`src/rtl/adc_trim_pkg.sv`:
```
package adc_trim_pkg;

   // Sequencer states of the offset calibrator
   typedef enum logic [1:0] {
      CAL_IDLE  = 2'd0,
      CAL_ACCUM = 2'd1,
      CAL_APPLY = 2'd2
   } cal_state_e;

endpackage

```
`src/rtl/adc_trim_apply.sv`:
```
module adc_trim_apply #(
   parameter int RAW_W  = 12,
   parameter int TRIM_W = 9,
   parameter bit CLAMP  = 1'b1
) (
   input  logic              clk,
   input  logic              rst_n,
   input  logic [RAW_W-1:0]  raw_data,
   input  logic              raw_valid,
   input  logic [TRIM_W-1:0] trim,
   output logic [RAW_W-1:0]  adj_now,
   output logic [RAW_W-1:0]  corr_data,
   output logic              corr_valid
);

   localparam int EXT_W = RAW_W + 2;
   localparam logic signed [EXT_W-1:0] CODE_MAX = EXT_W'((1 << RAW_W) - 1);

   logic signed [EXT_W-1:0] raw_ext;
   logic signed [EXT_W-1:0] trim_ext;
   logic signed [EXT_W-1:0] sum_ext;

   initial begin
      trim_fits_chk : assert (TRIM_W < EXT_W)
         else $error("trim width must be narrower than raw width plus two");
   end

   assign raw_ext  = signed'({2'b00, raw_data});
   assign trim_ext = signed'({{(EXT_W - TRIM_W){trim[TRIM_W-1]}}, trim});
   assign sum_ext  = raw_ext + trim_ext;

   generate
      if (CLAMP) begin : g_clamp
         always_comb begin
            if (sum_ext < 0)             adj_now = '0;
            else if (sum_ext > CODE_MAX) adj_now = '1;
            else                         adj_now = sum_ext[RAW_W-1:0];
         end
      end else begin : g_wrap
         assign adj_now = sum_ext[RAW_W-1:0];
      end
   endgenerate

   always_ff @(posedge clk or negedge rst_n) begin
      if (!rst_n) begin
         corr_data  <= '0;
         corr_valid <= 1'b0;
      end else begin
         corr_valid <= raw_valid;
         if (raw_valid) corr_data <= adj_now;
      end
   end


   zero_trim_pass_chk : assert property (@(posedge clk) disable iff (!rst_n)
      (raw_valid && trim == '0) |=> (corr_valid && corr_data == $past(raw_data)));


   idle_valid_chk : assert property (@(posedge clk) disable iff (!rst_n)
      !raw_valid |=> !corr_valid);

   generate
      if (CLAMP) begin : g_clamp_chk

         floor_clamp_chk : assert property (@(posedge clk) disable iff (!rst_n)
            (raw_valid && raw_data == '0 && trim[TRIM_W-1]) |=> (corr_data == '0));

         ceil_clamp_chk : assert property (@(posedge clk) disable iff (!rst_n)
            (raw_valid && raw_data == '1 && !trim[TRIM_W-1]) |=> (corr_data == '1));
      end
   endgenerate

endmodule

```
`src/rtl/adc_mean_accum.sv`:
```
module adc_mean_accum #(
   parameter int RAW_W  = 12,
   parameter int LOG2_N = 8
) (
   input  logic             clk,
   input  logic             rst_n,
   input  logic             clear,
   input  logic             add_en,
   input  logic [RAW_W-1:0] sample,
   output logic             last,
   output logic [RAW_W-1:0] mean
);

   localparam int SUM_W = RAW_W + LOG2_N;

   logic [SUM_W-1:0]  sum_q;
   logic [LOG2_N-1:0] cnt_q;

   initial begin
      sample_count_chk : assert (LOG2_N >= 4)
         else $error("sample count must be a power of two of at least 16");
   end

   assign last = add_en && (cnt_q == '1);
   assign mean = sum_q[SUM_W-1:LOG2_N];

   always_ff @(posedge clk or negedge rst_n) begin
      if (!rst_n) begin
         sum_q <= '0;
         cnt_q <= '0;
      end else if (clear) begin
         sum_q <= '0;
         cnt_q <= '0;
      end else if (add_en) begin
         sum_q <= sum_q + SUM_W'(sample);
         cnt_q <= cnt_q + 1'b1;
      end
   end


   count_wrap_chk : assert property (@(posedge clk) disable iff (!rst_n)
      last |=> (cnt_q == '0));


   no_overflow_chk : assert property (@(posedge clk) disable iff (!rst_n)
      (add_en && !clear) |=> (sum_q >= $past(sum_q)));

endmodule

```
`src/rtl/adc_cal_seq.sv`:
```
module adc_cal_seq
   import adc_trim_pkg::*;
#(
   parameter int RAW_W   = 12,
   parameter int TRIM_W  = 9,
   parameter int BIAS    = 80,
   parameter int WARN_HI = 63,
   parameter int WARN_LO = -64
) (
   input  logic              clk,
   input  logic              rst_n,
   input  logic              cal_start,
   input  logic              acc_last,
   input  logic [RAW_W-1:0]  mean,
   input  logic              reg_wr,
   input  logic [TRIM_W-1:0] reg_wdata,
   output logic [TRIM_W-1:0] trim,
   output logic              busy,
   output logic              ref_low,
   output logic              done,
   output logic              warn,
   output logic              acc_clear,
   output logic              acc_run
);

   localparam int FW       = RAW_W + 2;
   localparam int TRIM_MAX = (1 << (TRIM_W - 1)) - 1;
   localparam int TRIM_MIN = -(1 << (TRIM_W - 1));
   localparam logic signed [FW-1:0] BIAS_F = FW'(BIAS);
   localparam logic signed [FW-1:0] TMAX_F = FW'(TRIM_MAX);
   localparam logic signed [FW-1:0] TMIN_F = FW'(TRIM_MIN);
   localparam logic signed [FW-1:0] WHI_F  = FW'(WARN_HI);
   localparam logic signed [FW-1:0] WLO_F  = FW'(WARN_LO);
   localparam logic [TRIM_W-1:0]    BIAS_T = TRIM_W'(BIAS);

   cal_state_e st_q;
   logic signed [FW-1:0] full_trim;
   logic [TRIM_W-1:0]    trim_new;
   logic                 out_win;

   initial begin
      bias_fits_chk : assert (BIAS > 0 && BIAS <= TRIM_MAX)
         else $error("bias must be positive and fit the trim register");
      window_chk : assert (WARN_LO < 0 && WARN_HI > 0)
         else $error("warning window must straddle zero");
   end

   assign full_trim = BIAS_F - signed'({2'b00, mean});
   assign out_win   = (full_trim > WHI_F) || (full_trim < WLO_F);

   always_comb begin
      if (full_trim > TMAX_F)      trim_new = TRIM_W'(TRIM_MAX);
      else if (full_trim < TMIN_F) trim_new = TRIM_W'(TRIM_MIN);
      else                         trim_new = full_trim[TRIM_W-1:0];
   end

   assign busy      = (st_q != CAL_IDLE);
   assign ref_low   = (st_q != CAL_IDLE);
   assign acc_clear = (st_q == CAL_IDLE);
   assign acc_run   = (st_q == CAL_ACCUM);

   always_ff @(posedge clk or negedge rst_n) begin
      if (!rst_n) begin
         st_q <= CAL_IDLE;
         trim <= '0;
         done <= 1'b0;
         warn <= 1'b0;
      end else begin
         done <= 1'b0;
         unique case (st_q)
            CAL_IDLE: begin
               if (cal_start) begin
                  st_q <= CAL_ACCUM;
                  trim <= BIAS_T;
                  warn <= 1'b0;
               end else if (reg_wr) begin
                  trim <= reg_wdata;
               end
            end
            CAL_ACCUM: begin
               if (acc_last) st_q <= CAL_APPLY;
            end
            CAL_APPLY: begin
               trim <= trim_new;
               warn <= out_win;
               done <= 1'b1;
               st_q <= CAL_IDLE;
            end
            default: st_q <= CAL_IDLE;
         endcase
      end
   end


   start_bias_chk : assert property (@(posedge clk) disable iff (!rst_n)
      (st_q == CAL_IDLE && cal_start) |=> (busy && trim == BIAS_T && !warn));


   hold_trim_chk : assert property (@(posedge clk) disable iff (!rst_n)
      (st_q == CAL_ACCUM) |=> (trim == $past(trim)));


   done_idle_chk : assert property (@(posedge clk) disable iff (!rst_n)
      done |-> (!busy && !ref_low));


   done_pulse_chk : assert property (@(posedge clk) disable iff (!rst_n)
      done |=> !done);

endmodule

```
`src/rtl/adc_trim_cal.sv`:
```
module adc_trim_cal #(
   parameter int RAW_W   = 12,
   parameter int TRIM_W  = 9,
   parameter int LOG2_N  = 8,
   parameter int BIAS    = 80,
   parameter int WARN_HI = 63,
   parameter int WARN_LO = -64,
   parameter bit CLAMP   = 1'b1
) (
   input  logic              clk,
   input  logic              rst_n,
   input  logic [RAW_W-1:0]  raw_data,
   input  logic              raw_valid,
   output logic [RAW_W-1:0]  corr_data,
   output logic              corr_valid,
   output logic              ref_low_sel,
   input  logic              reg_wr,
   input  logic [TRIM_W-1:0] reg_wdata,
   output logic [TRIM_W-1:0] reg_rdata,
   input  logic              cal_start,
   output logic              cal_busy,
   output logic              cal_done,
   output logic              trim_range_warn
);

   logic [TRIM_W-1:0] trim;
   logic [RAW_W-1:0]  adj_now;
   logic [RAW_W-1:0]  mean;
   logic              acc_last;
   logic              acc_clear;
   logic              acc_run;
   logic              add_en;

   assign add_en    = acc_run && raw_valid;
   assign reg_rdata = trim;

   adc_trim_apply #(
      .RAW_W (RAW_W),
      .TRIM_W(TRIM_W),
      .CLAMP (CLAMP)
   ) u_apply (
      .clk       (clk),
      .rst_n     (rst_n),
      .raw_data  (raw_data),
      .raw_valid (raw_valid),
      .trim      (trim),
      .adj_now   (adj_now),
      .corr_data (corr_data),
      .corr_valid(corr_valid)
   );

   adc_mean_accum #(
      .RAW_W (RAW_W),
      .LOG2_N(LOG2_N)
   ) u_accum (
      .clk   (clk),
      .rst_n (rst_n),
      .clear (acc_clear),
      .add_en(add_en),
      .sample(adj_now),
      .last  (acc_last),
      .mean  (mean)
   );

   adc_cal_seq #(
      .RAW_W  (RAW_W),
      .TRIM_W (TRIM_W),
      .BIAS   (BIAS),
      .WARN_HI(WARN_HI),
      .WARN_LO(WARN_LO)
   ) u_seq (
      .clk      (clk),
      .rst_n    (rst_n),
      .cal_start(cal_start),
      .acc_last (acc_last),
      .mean     (mean),
      .reg_wr   (reg_wr),
      .reg_wdata(reg_wdata),
      .trim     (trim),
      .busy     (cal_busy),
      .ref_low  (ref_low_sel),
      .done     (cal_done),
      .warn     (trim_range_warn),
      .acc_clear(acc_clear),
      .acc_run  (acc_run)
   );


   busy_write_ignored_chk : assert property (@(posedge clk) disable iff (!rst_n)
      (cal_busy && !cal_done && reg_wr && $past(cal_busy)) |=> (cal_done || reg_rdata == $past(reg_rdata)));


   ref_follows_busy_chk : assert property (@(posedge clk) disable iff (!rst_n)
      $rose(cal_busy) |-> ref_low_sel);

endmodule

```
`config.mk`:
```
export PLATFORM = sky130hd
export DESIGN_NAME = adc_trim_cal
export DESIGN_NICKNAME = d
export VERILOG_FILES = /design/src/rtl/adc_trim_pkg.sv /design/src/rtl/adc_trim_apply.sv /design/src/rtl/adc_mean_accum.sv /design/src/rtl/adc_cal_seq.sv /design/src/rtl/adc_trim_cal.sv
export SDC_FILE = /design/constraint.sdc
export NUM_CORES = 1
export LEC_CHECK = 0
export ABC_AREA = 1
export ABC_CLOCK_PERIOD_IN_PS = 6100
export BUFFER_PORTS_ARGS = -buffer_cell sky130_fd_sc_hd__buf_2
export CORE_MARGIN = 2
export CORE_UTILIZATION = 35
export CTS_CLUSTER_DIAMETER = 30
export DETAILED_ROUTE_END_ITERATION = 10
export GPL_TIMING_DRIVEN = 0
export PLACE_DENSITY = 0.57
export SLEW_MARGIN = 20
export SYNTH_ARGS = -nofsm -noshare
export SYNTH_HDL_FRONTEND = slang
export SYNTH_SLANG_ARGS = --single-unit
export TNS_END_PERCENT = 30
```
`constraint.sdc`:
```
create_clock -name clk -period 6.1 [get_ports clk]
set_input_delay 0.915 -clock clk [delete_from_list [all_inputs] [get_ports clk]]
set_output_delay 0.915 -clock clk [all_outputs]
set_load 0.005 [all_outputs]
```
==> out/qor.csv, run 1 <==
stage,metric,value,unit
floorplanning,io_pins,52,
routing,wire_per_inst,13.35,um
clock_tree,cts_repair_resize_count,0,
logic_synthesis,synth_cells,595,
logic_synthesis,number_of_distinct_library_cells_after_synthesis,43,
placed_design,pre_cts_slack,1.793,ns
logic_synthesis,synth-async-reset-ratio,1.000,
worst_hold_path,min-delay-start,u_apply.corr_data[2]$_DFFE_PN0P_,
setup_path,setup.worst_path.end_class,flop,
power_and_ir_drop,power_density_normalized_to_cell_area,472.1,nW/um^2
clock_tree,cts-buffers-inserted,5,
sta,setup_ws,2.065,ns
placed_design,post_dp_cell_area,4662,um^2
clock_tree,cts-hold-fix-buffers,0,
sta,rsz_0062_raised_after_global_routing,false,
logic_synthesis,yosysMostFrequentCell,sky130_fd_sc_hd__nand2_1,
clock_tree,clk_root_buffer_cell,sky130_fd_sc_hd__clkbuf_16,
clock_tree,post_cts.repair.setup_buffers,0,
sta,post-route-period-util,0.6615,
routing,dr.first_iter.drc_count,213,
logic_synthesis,synth_flop_cell,sky130_fd_sc_hd__dfrtp_1,
clock_tree,htreeDepth,2,
final_layout,nFillCells,1284,
clock_tree,worst_skew_pair.late_latency,0.31,ns
sta,worst_case_headroom_to_the_max_slew_limit,0.5152,
clock_tree,cts_num_sinks,54,
floorplanning,floorplan.rows,40,
sta,number_of_hold_slack_violations_in_the_final_timing_report,0,
logic_synthesis,synth_seq_area_share,0.3202,
worst_hold_path,hp-class,flop to flop,
logic_synthesis,netlist_top_cells_area,"sky130_fd_sc_hd__dfrtp_1 32%, sky130_fd_sc_hd__nand2_1 16%, sky130_fd_sc_hd__ha_1 8.0%, sky130_fd_sc_hd__inv_1 5.1%, sky130_fd_sc_hd__nand3_1 5.0%",
setup_path,timing.critical_path.required,6.29,ns
final_layout,final_nets,708,
logic_synthesis,synth_largest_type_area_fraction,0.3202,
floorplanning,placeableCoreArea,11910,um^2
final_layout,antenna_cells_inserted,0,
setup_path,timing.critical_path.fanout_max,10,
logic_synthesis,synthesis.yosys.warnings,0,
sta,slew_at_the_pin_with_the_worst_max_slew_slack,0.7272,ns
logic_synthesis,synthesis.area,4220,um^2
grt,first_pass_grt_wire_length,17870,um
final_layout,final_layout_size_suffix_gt1_frac,0.1697,
routing,routed-via-count,3984,
final_layout,layout.core_utilization,0.4037,
final_layout,sequential_cell_area,1351,um^2
setup_path,crit_path_start_kind,primary input,
final_layout,synthToLayoutAreaGrowth,13.93,%
placed_design,detailed_place_hpwl,8440,um
power_and_ir_drop,leakagePower,2.521,nW
power_and_ir_drop,finalPower,0.002270,W
run,max_cap_violations,0,
setup_path,worstSetupPathType,primary input to flop,
floorplanning,die_h,113.8,um
routing,post-route-drc-count,0,
grt,grt_pass1_vias,3774,
placed_design,io_buffers,51,
setup_path,timing.critical_path.arrival,4.22,ns
sta,setup-tns-final,0,ns
outcome,status,"complete, no violations",
sta,finalCriticalPeriod,4.035,ns
grt,globalRouteTotalUtil,0.1726,
logic_synthesis,top_cells_by_instance_count_after_synthesis,"181 x sky130_fd_sc_hd__nand2_1, 57 x sky130_fd_sc_hd__inv_1, 55 x sky130_fd_sc_hd__nor2_1",
clock_tree,clkSlewWorstSetupHoldPaths,0.07,ns
sta,fin_worst_skew,0.007892,ns
setup_path,crit-reg2reg-launch,u_seq.trim[0]$_DFFE_PN0P_,
final_layout,multi_input_comb_area,2514,um^2
floorplanning,die_w,113.8,um
sta,report.final.slew_viol_count,0,
routing,route.antenna.remaining_nets,0,
setup_path,critPathLaunch,raw_data[0],
power_and_ir_drop,worst_ir_drop_vdd,0.1895,mV
logic_synthesis,post_synth.cell_area_avg,7.093,um^2
grt,grt_remaining_overflow,0,
floorplanning,initial_utilization,0.3543,
logic_synthesis,synth_top_area_cell,sky130_fd_sc_hd__dfrtp_1,
logic_synthesis,number_of_synthesized_flops_with_an_enable_pin,0,
clock_tree,cts-root-to-sink-buffers,2,
floorplanning,floorplan.die_area,12950,um^2
routing,drt_pre_antenna_iters,5,
grt,pin_count_of_the_biggest_net_entering_global_routing,55,
clock_tree,cts_tree,built,
sta,fmax,247.8,MHz
final_layout,post-route-cell-area,4808,um^2
logic_synthesis,syn_nets,650,
placed_design,gpl.final_weighted_congestion,0.8679,
sta,finalSetupViolCount,0,
logic_synthesis,synth-seq-cells,54,
routing,avgViaCountPerCell,4.974,
grt,grt_antenna_before_repair,0,
routing,routed_wl,10690,um
==> stage by stage <==
stage	instances	hold slack, ns
2_1_floorplan	595	0.4530
4_1_cts	801	0.4894
3_5_place_dp	793	0.4643
6_report	801	0.4837
3_3_place_gp	793	0.4600
5_1_grt	801	0.5118
==> area by class of cell <==
type | count | area share
multi-input cells | 462 | 0.5228
well taps | 147 | 0.03825
clock buffers | 5 | 0.02602
inverters | 67 | 0.05282
clock inverters | 3 | 0.004424
flip-flops and latches | 54 | 0.2810
plain buffers | 12 | 0.02108
repair buffers | 51 | 0.05360
==> state kept, by name, summed over array words and instances (netlist names) <==
signal	count
u_seq.st_q	2
u_seq.done	1
u_accum.sum_q	20
u_seq.trim	9
u_apply.corr_data	12
u_accum.cnt_q	8
u_apply.corr_valid	1
u_seq.warn	1
==> cells by family (layout without fill, tap and decap cells) <==
logic type,Yosys count,count (layout),synth area share
fa+ha+maj,29,29,0.08953
xor+xnor,15,15,0.03113
compound gates,97,97,0.1346
simple gates,321,321,0.3404
flops,54,54,0.3202
buf+inv,79,138,0.08420
==> critical path, cell delays in order <==
cell,delay [ns]
sky130_fd_sc_hd__buf_2,0.11
sky130_fd_sc_hd__ha_1,0.22
sky130_fd_sc_hd__fa_1,0.41
sky130_fd_sc_hd__nand3_1,0.11
sky130_fd_sc_hd__nand2_1,0.10
sky130_fd_sc_hd__nand2_1,0.09
sky130_fd_sc_hd__nand3_2,0.13
sky130_fd_sc_hd__nand2_2,0.09
sky130_fd_sc_hd__nand2_2,0.06
sky130_fd_sc_hd__nand2_1,0.11
sky130_fd_sc_hd__nand2_4,0.08
sky130_fd_sc_hd__buf_6,0.14
sky130_fd_sc_hd__a21oi_1,0.23
sky130_fd_sc_hd__ha_1,0.34
sky130_fd_sc_hd__a21oi_1,0.18
sky130_fd_sc_hd__nand2_1,0.11
sky130_fd_sc_hd__nand2_1,0.07
sky130_fd_sc_hd__nand2_1,0.11
sky130_fd_sc_hd__nand2_1,0.10
sky130_fd_sc_hd__nand2_1,0.08
sky130_fd_sc_hd__nand2_1,0.06
sky130_fd_sc_hd__nand2_1,0.04
sky130_fd_sc_hd__nand2_1,0.06
sky130_fd_sc_hd__o21ai_0,0.07
sky130_fd_sc_hd__o21ai_0,0.13
sky130_fd_sc_hd__inv_1,0.07
==> worst paths after layout <==
path	endpoint	slack (ns)	depth (start not counted)
max in group asynchronous	u_apply.corr_data[10]$_DFFE_PN0P_	4.95	1
max reg2reg	u_accum.sum_q[13]$_DFFE_PN0P_	2.35	25
min	u_apply.corr_data[2]$_DFFE_PN0P_	0.48	2
min in group asynchronous	u_accum.sum_q[18]$_DFFE_PN0P_	0.67	1
max	u_accum.sum_q[13]$_DFFE_PN0P_	2.06	26
min reg2reg	u_apply.corr_data[2]$_DFFE_PN0P_	0.48	2
==> cells in the final DEF, fill, tap and decap left out, types with 2 or more instances in the layout <==
| cell | n |
|---|---|
| sky130_fd_sc_hd__nand2_1 | 181 |
| sky130_fd_sc_hd__inv_1 | 57 |
| sky130_fd_sc_hd__nor2_1 | 55 |
| sky130_fd_sc_hd__buf_2 | 54 |
| sky130_fd_sc_hd__dfrtp_1 | 54 |
| sky130_fd_sc_hd__nand3_1 | 42 |
| sky130_fd_sc_hd__a21oi_1 | 41 |
| sky130_fd_sc_hd__o21ai_0 | 29 |
| sky130_fd_sc_hd__ha_1 | 27 |
| sky130_fd_sc_hd__nand3_2 | 9 |
| sky130_fd_sc_hd__nand2_2 | 9 |
| sky130_fd_sc_hd__xnor2_1 | 8 |
| sky130_fd_sc_hd__xor2_1 | 7 |
| sky130_fd_sc_hd__nand4_1 | 7 |
| sky130_fd_sc_hd__inv_2 | 6 |
| sky130_fd_sc_hd__clkbuf_16 | 5 |
| sky130_fd_sc_hd__nor3_1 | 4 |
| sky130_fd_sc_hd__a21oi_2 | 4 |
| sky130_fd_sc_hd__nor2_2 | 4 |
| sky130_fd_sc_hd__buf_4 | 4 |
| sky130_fd_sc_hd__a31oi_1 | 3 |
| sky130_fd_sc_hd__o22ai_1 | 3 |
| sky130_fd_sc_hd__a21o_1 | 3 |
| sky130_fd_sc_hd__buf_6 | 3 |
| sky130_fd_sc_hd__clkinv_1 | 3 |
| sky130_fd_sc_hd__a22oi_1 | 3 |
| sky130_fd_sc_hd__a22o_1 | 3 |
| sky130_fd_sc_hd__o21bai_1 | 2 |
| sky130_fd_sc_hd__nand2_4 | 2 |
| sky130_fd_sc_hd__nor2_4 | 2 |
| sky130_fd_sc_hd__o21a_1 | 2 |
| sky130_fd_sc_hd__o211ai_1 | 2 |
| sky130_fd_sc_hd__fa_1 | 2 |
==> per-layer routing <==
layer	wire (um)	track usage	part of all wire	up-vias
li1	-	-	-	2057
met1	5279	0.2348	0.49	1849
met2	4895	0.2810	0.46	64
met3	314	0.02604	0.029	14
met4	201	0.06016	0.019	0
met5	0	0	0	-
==> power breakdown <==
group          switching, W  leakage (nW)  total [W]  internal [W]
combinational      0.000863          1.80    0.00138      0.000521
clock              0.000140        0.0698   0.000293      0.000152
sequential         0.000110         0.651   0.000593      0.000484
total               0.00111          2.52    0.00227       0.00116
(Power assumes the default switching activity.)
==> run 2: changes to the inputs <==
Settings changed: ABC_AREA 1 to 0, ABC_CLOCK_PERIOD_IN_PS 6100 to 4000.
Clock period 6.1 ns to 4 ns, I/O delays scaled along.
==> run 2 against run 1 <==
Against the previous run:
- final cell count fell by 12%
- global-route usage rose by 2.0 points
- via count fell by 1.2%
- sequential cell count did not move
- utilization rose by 5.2 points
- sequential share of layout area fell by 2.0 points
- non-clock buffer count rose by 40
- area after synthesis fell by 3.4%
- worst hold slack got worse by 0.12 ns
- clock power rose by 57%
- register-to-register slack got worse by 2.3 ns
- combinational power rose by 46%
- critical endpoint is now u_accum.sum_q[16]$_DFFE_PN0P_
- largest cell class unchanged
- highest routed layer unchanged
==> out/qor.csv, run 2 <==
stage,metric,value,unit,change
outcome,status,"complete, no violations",,unchanged
power_and_ir_drop,worst_ir_drop_vdd,0.2539,mV,was 0.1895 mV
clock_tree,cts-buffers-inserted,5,,unchanged
sta,rsz_0062_raised_after_global_routing,true,,was false
power_and_ir_drop,switching_share,0.4412,,was 0.4901
clock_tree,cts_num_sinks,54,,unchanged
final_layout,antenna_cells_inserted,0,,unchanged
setup_path,critPathLaunch,u_seq.trim[0]$_DFFE_PN0P_,,was raw_data[0]
routing,avgViaCountPerCell,5.599,,was 4.974
power_and_ir_drop,pwr-share-comb,0.597,,was 0.610
power_and_ir_drop,power_density_normalized_to_cell_area,649.8,nW/um^2,was 472.1 nW/um^2
sta,setup_ws,0.0004032,ns,was 2.065 ns
floorplanning,placeableCoreArea,11370,um^2,was 11910 um^2
setup_path,timing.critical_path.required,4.22,ns,was 6.29 ns
final_layout,final_nets,614,,was 708
placed_design,pre_cts_slack,-0.8033,ns,was 1.793 ns
logic_synthesis,synth_cells,473,,was 595
clock_tree,clkSlewWorstSetupHoldPaths,0.07,ns,about the same
sta,number_of_hold_slack_violations_in_the_final_timing_report,0,,unchanged
clock_tree,clk_root_buffer_cell,sky130_fd_sc_hd__clkbuf_16,,unchanged
logic_synthesis,synth_flop_cell,sky130_fd_sc_hd__dfrtp_1,,unchanged
clock_tree,worst_skew_pair.late_latency,0.31,ns,about the same
logic_synthesis,synth-seq-cells,54,,unchanged
sta,fmax,250.0,MHz,
setup_path,r2r_setup_slack,0.0004,ns,was 2.35 ns
setup_path,crit_chain,"ha_4, fa_2, a211oi_2, o21ai_2, o21ai_2, nand2_2, buf_8, o21ai_4, mux2i_4, ha_4, fa_2, a211oi_4, o21ai_2, a31oi_4, o21ai_2, nand3_1, mux2i_1",,
routing,routed_wl,12000,um,was 10690 um
grt,grt_remaining_overflow,0,,unchanged
power_and_ir_drop,seq_power_share,0.266,,was 0.261
floorplanning,die_w,111.9,um,was 113.8 um
final_layout,top_regs,"u_accum.sum_q x20, u_apply.corr_data x12, u_seq.trim x9",,unchanged
grt,globalRouteTotalUtil,0.1925,,was 0.1726
clock_tree,cts-hold-fix-buffers,0,,unchanged
routing,route.antenna.remaining_nets,0,,unchanged
routing,drt_pre_antenna_iters,5,,unchanged
floorplanning,initial_utilization,0.3584,,was 0.3543
clock_tree,cts_tree,built,,unchanged
setup_path,crit_path_start_kind,flop,,was primary input
sta,post-route-period-util,0.9999,,
logic_synthesis,number_of_synthesized_flops_with_an_enable_pin,0,,unchanged
power_and_ir_drop,power_frac_clock,0.137,,was 0.129
setup_path,timing.critical_path.arrival,4.22,ns,about the same
placed_design,detailed_place_hpwl,8703,um,was 8440 um
routing,wire_per_inst,17.07,um,was 13.35 um
logic_synthesis,synth_top_area_cell,sky130_fd_sc_hd__dfrtp_1,,unchanged
sta,fin_worst_skew,0.005667,ns,was 0.007892 ns
worst_hold_path,hp-class,primary input to async pin,,was flop to flop
logic_synthesis,synth_seq_area_share,0.3316,,was 0.3202
logic_synthesis,synthesis.yosys.warnings,0,,unchanged
final_layout,max_flop_register,u_accum.sum_q,,unchanged
logic_synthesis,synthesis.area,4075,um^2,was 4220 um^2
power_and_ir_drop,p_sw,0.001486,W,was 0.001112 W
placed_design,gpl.final_weighted_congestion,0.8623,,was 0.8679
final_layout,largest_register_ff_count,20,,unchanged
clock_tree,htreeDepth,2,,unchanged
grt,first_pass_grt_wire_length,19570,um,was 17870 um
setup_path,crit_path_top_delay_cell,sky130_fd_sc_hd__dfrtp_1,,was sky130_fd_sc_hd__fa_1
floorplanning,io_pins,52,,unchanged
logic_synthesis,synth-async-reset-ratio,1.000,,unchanged
final_layout,layout.cells.most_common,sky130_fd_sc_hd__dfrtp_1,,was sky130_fd_sc_hd__nand2_1
setup_path,crit_path_max_incr_delay,0.44,ns,was 0.41 ns
grt,grt_pass1_vias,3867,,was 3774
grt,pin_count_of_the_biggest_net_entering_global_routing,55,,unchanged
grt,grt_antenna_before_repair,0,,unchanged
routing,routed-via-count,3936,,was 3984
floorplanning,floorplan.die_area,12520,um^2,was 12950 um^2
sta,slew_at_the_pin_with_the_worst_max_slew_slack,0.7426,ns,was 0.7272 ns
setup_path,worstSetupPathType,flop to flop,,was primary input to flop
clock_tree,cts-root-to-sink-buffers,2,,unchanged
floorplanning,floorplan.rows,39,,was 40
sta,finalCriticalPeriod,4.000,ns,
routing,dr.first_iter.drc_count,243,,was 213
routing,post-route-drc-count,0,,unchanged
logic_synthesis,number_of_distinct_library_cells_after_synthesis,62,,was 43
setup_path,setup.worst_path.end_class,flop,,unchanged
sta,report.final.slew_viol_count,0,,unchanged
logic_synthesis,yosysMostFrequentCell,sky130_fd_sc_hd__dfrtp_1,,was sky130_fd_sc_hd__nand2_1
logic_synthesis,syn_nets,528,,was 650
final_layout,mostFrequentLayoutCells,"52 x sky130_fd_sc_hd__dfrtp_1, 50 x sky130_fd_sc_hd__buf_2, 37 x sky130_fd_sc_hd__o21ai_0",,"was 181 x sky130_fd_sc_hd__nand2_1, 57 x sky130_fd_sc_hd__inv_1, 55 x sky130_fd_sc_hd__nor2_1"
power_and_ir_drop,internal_power,0.001882,W,was 0.001158 W
logic_synthesis,post_synth.cell_area_avg,8.616,um^2,was 7.093 um^2
sta,finalSetupViolCount,0,,unchanged
logic_synthesis,top_cells_by_instance_count_after_synthesis,"54 x sky130_fd_sc_hd__dfrtp_1, 48 x sky130_fd_sc_hd__o21ai_0, 36 x sky130_fd_sc_hd__nand2_1, 36 x sky130_fd_sc_hd__nor2_1, 27 x sky130_fd_sc_hd__ha_1",,"was 181 x sky130_fd_sc_hd__nand2_1, 57 x sky130_fd_sc_hd__inv_1, 55 x sky130_fd_sc_hd__nor2_1"
logic_synthesis,synth_largest_type_area_fraction,0.3316,,was 0.3202
placed_design,io_buffers,51,,unchanged
setup_path,timing.critical_path.fanout_max,8,,was 10
logic_synthesis,netlist_top_cells_area,"sky130_fd_sc_hd__dfrtp_1 33%, sky130_fd_sc_hd__ha_1 8.3%, sky130_fd_sc_hd__o21ai_0 5.9%, sky130_fd_sc_hd__nand2_1 3.3%, sky130_fd_sc_hd__nor2_1 3.3%",,"was sky130_fd_sc_hd__dfrtp_1 32%, sky130_fd_sc_hd__nand2_1 16%, sky130_fd_sc_hd__ha_1 8.0%, sky130_fd_sc_hd__inv_1 5.1%, sky130_fd_sc_hd__nand3_1 5.0%"
setup_path,top_cell_by_count_worst_path,sky130_fd_sc_hd__o21ai_2,,was sky130_fd_sc_hd__nand2_1
final_layout,final_layout_size_suffix_gt1_frac,0.2554,,was 0.1697
power_and_ir_drop,leakagePower,2.251,nW,was 2.521 nW
sta,setup-tns-final,0,ns,unchanged
setup_path,crit-reg2reg-launch,u_seq.trim[0]$_DFFE_PN0P_,,unchanged
floorplanning,die_h,111.9,um,was 113.8 um
final_layout,synthToLayoutAreaGrowth,27.17,%,was 13.93%
sta,worst_case_headroom_to_the_max_slew_limit,0.5049,,was 0.5152
run,max_cap_violations,0,,unchanged
run 2: final timing paths:
check,end,cells after the start
setup / recovery,u_accum.sum_q[16]$_DFFE_PN0P_,17
hold / removal,u_seq.done$_DFF_PN0_,1
setup reg to reg,u_accum.sum_q[16]$_DFFE_PN0P_,17
hold reg to reg,u_accum.cnt_q[7]$_DFFE_PN0P_,1
max in group asynchronous,u_seq.trim[8]$_DFFE_PN0P_,1
min in group clk,u_apply.corr_valid$_DFF_PN0_,1
run 2: layout make-up:
cell class | instances | area, um^2
buffer | 22 | 116.4
clock buffer | 7 | 142.6
clock inverter | 1 | 5.005
fill | 1143 | 6187
inverter | 12 | 45.04
multi-input combinational | 383 | 2858
sequential | 54 | 1354
tap | 143 | 178.9
timing repair buffer | 81 | 483.0
run 2: cell families (layout without fill, tap and decap cells):
family	count (synthesis)	after routing	share of synthesized area
buf+inv	36	123	0.04083
simple gates	160	160	0.1959
flops	54	54	0.3316
xor+xnor	20	20	0.04298
mux	13	13	0.03500
compound gates	161	161	0.2610
fa+ha+maj	29	29	0.09272
run 2: routing by layer:
layer,share of wire,GRT usage,vias up
li1,-,-,1946
met1,0.45,0.2552,1898
met2,0.49,0.3224,79
met3,0.044,0.03593,13
met4,0.015,0.05350,0
met5,0,0,-
run 2: power groups by stage:
| stage | Clock (W) | Sequential, W | Combinational (W) |
|---|---|---|---|
| CTS | 0.000474 | 0.000891 | 0.00181 |
| floorplan | 0 | 0.000855 | 0.00123 |
| finish | 0.000461 | 0.000896 | 0.00201 |
| global route | 0.000495 | 0.000923 | 0.00222 |
| global placement | 0 | 0.000887 | 0.00159 |
| detailed placement | 0 | 0.000896 | 0.00161 |
run 2: critical path: cells and delay by family (launching register included):
kind	cells	cell delay [ns]
multiplexers	2	0.32
buffers and inverters	1	0.16
AND/OR/NAND/NOR	2	0.23
flip-flops	1	0.44
AO/OA/AOI/OAI	8	1.53
adder cells (fa/ha/maj)	4	1.23
run 2: timing repair:
| action | 4_1_cts | 5_1_grt |
|---|---|---|
| pin swaps | 21 | 19 |
| gates resized for setup | 37 | 21 |
| buffers inserted | 18 | 12 |
| endpoints found under the setup margin | 15 | 12 |
run 2: per-stage QoR:
step	total power (W)	utilization	instances	area [um^2]	hold WS (ns)
finish	0.003367	0.4558	703	5182	0.3637
global route	0.003637	0.4558	703	5182	0.4167
CTS	0.003173	0.4384	691	4985	0.3877
detailed placement	0.002510	0.4026	667	4577	0.4843
global placement	0.002473	0.4023	667	4574	0.4745
floorplan	0.002080	-	473	4140	0.3044
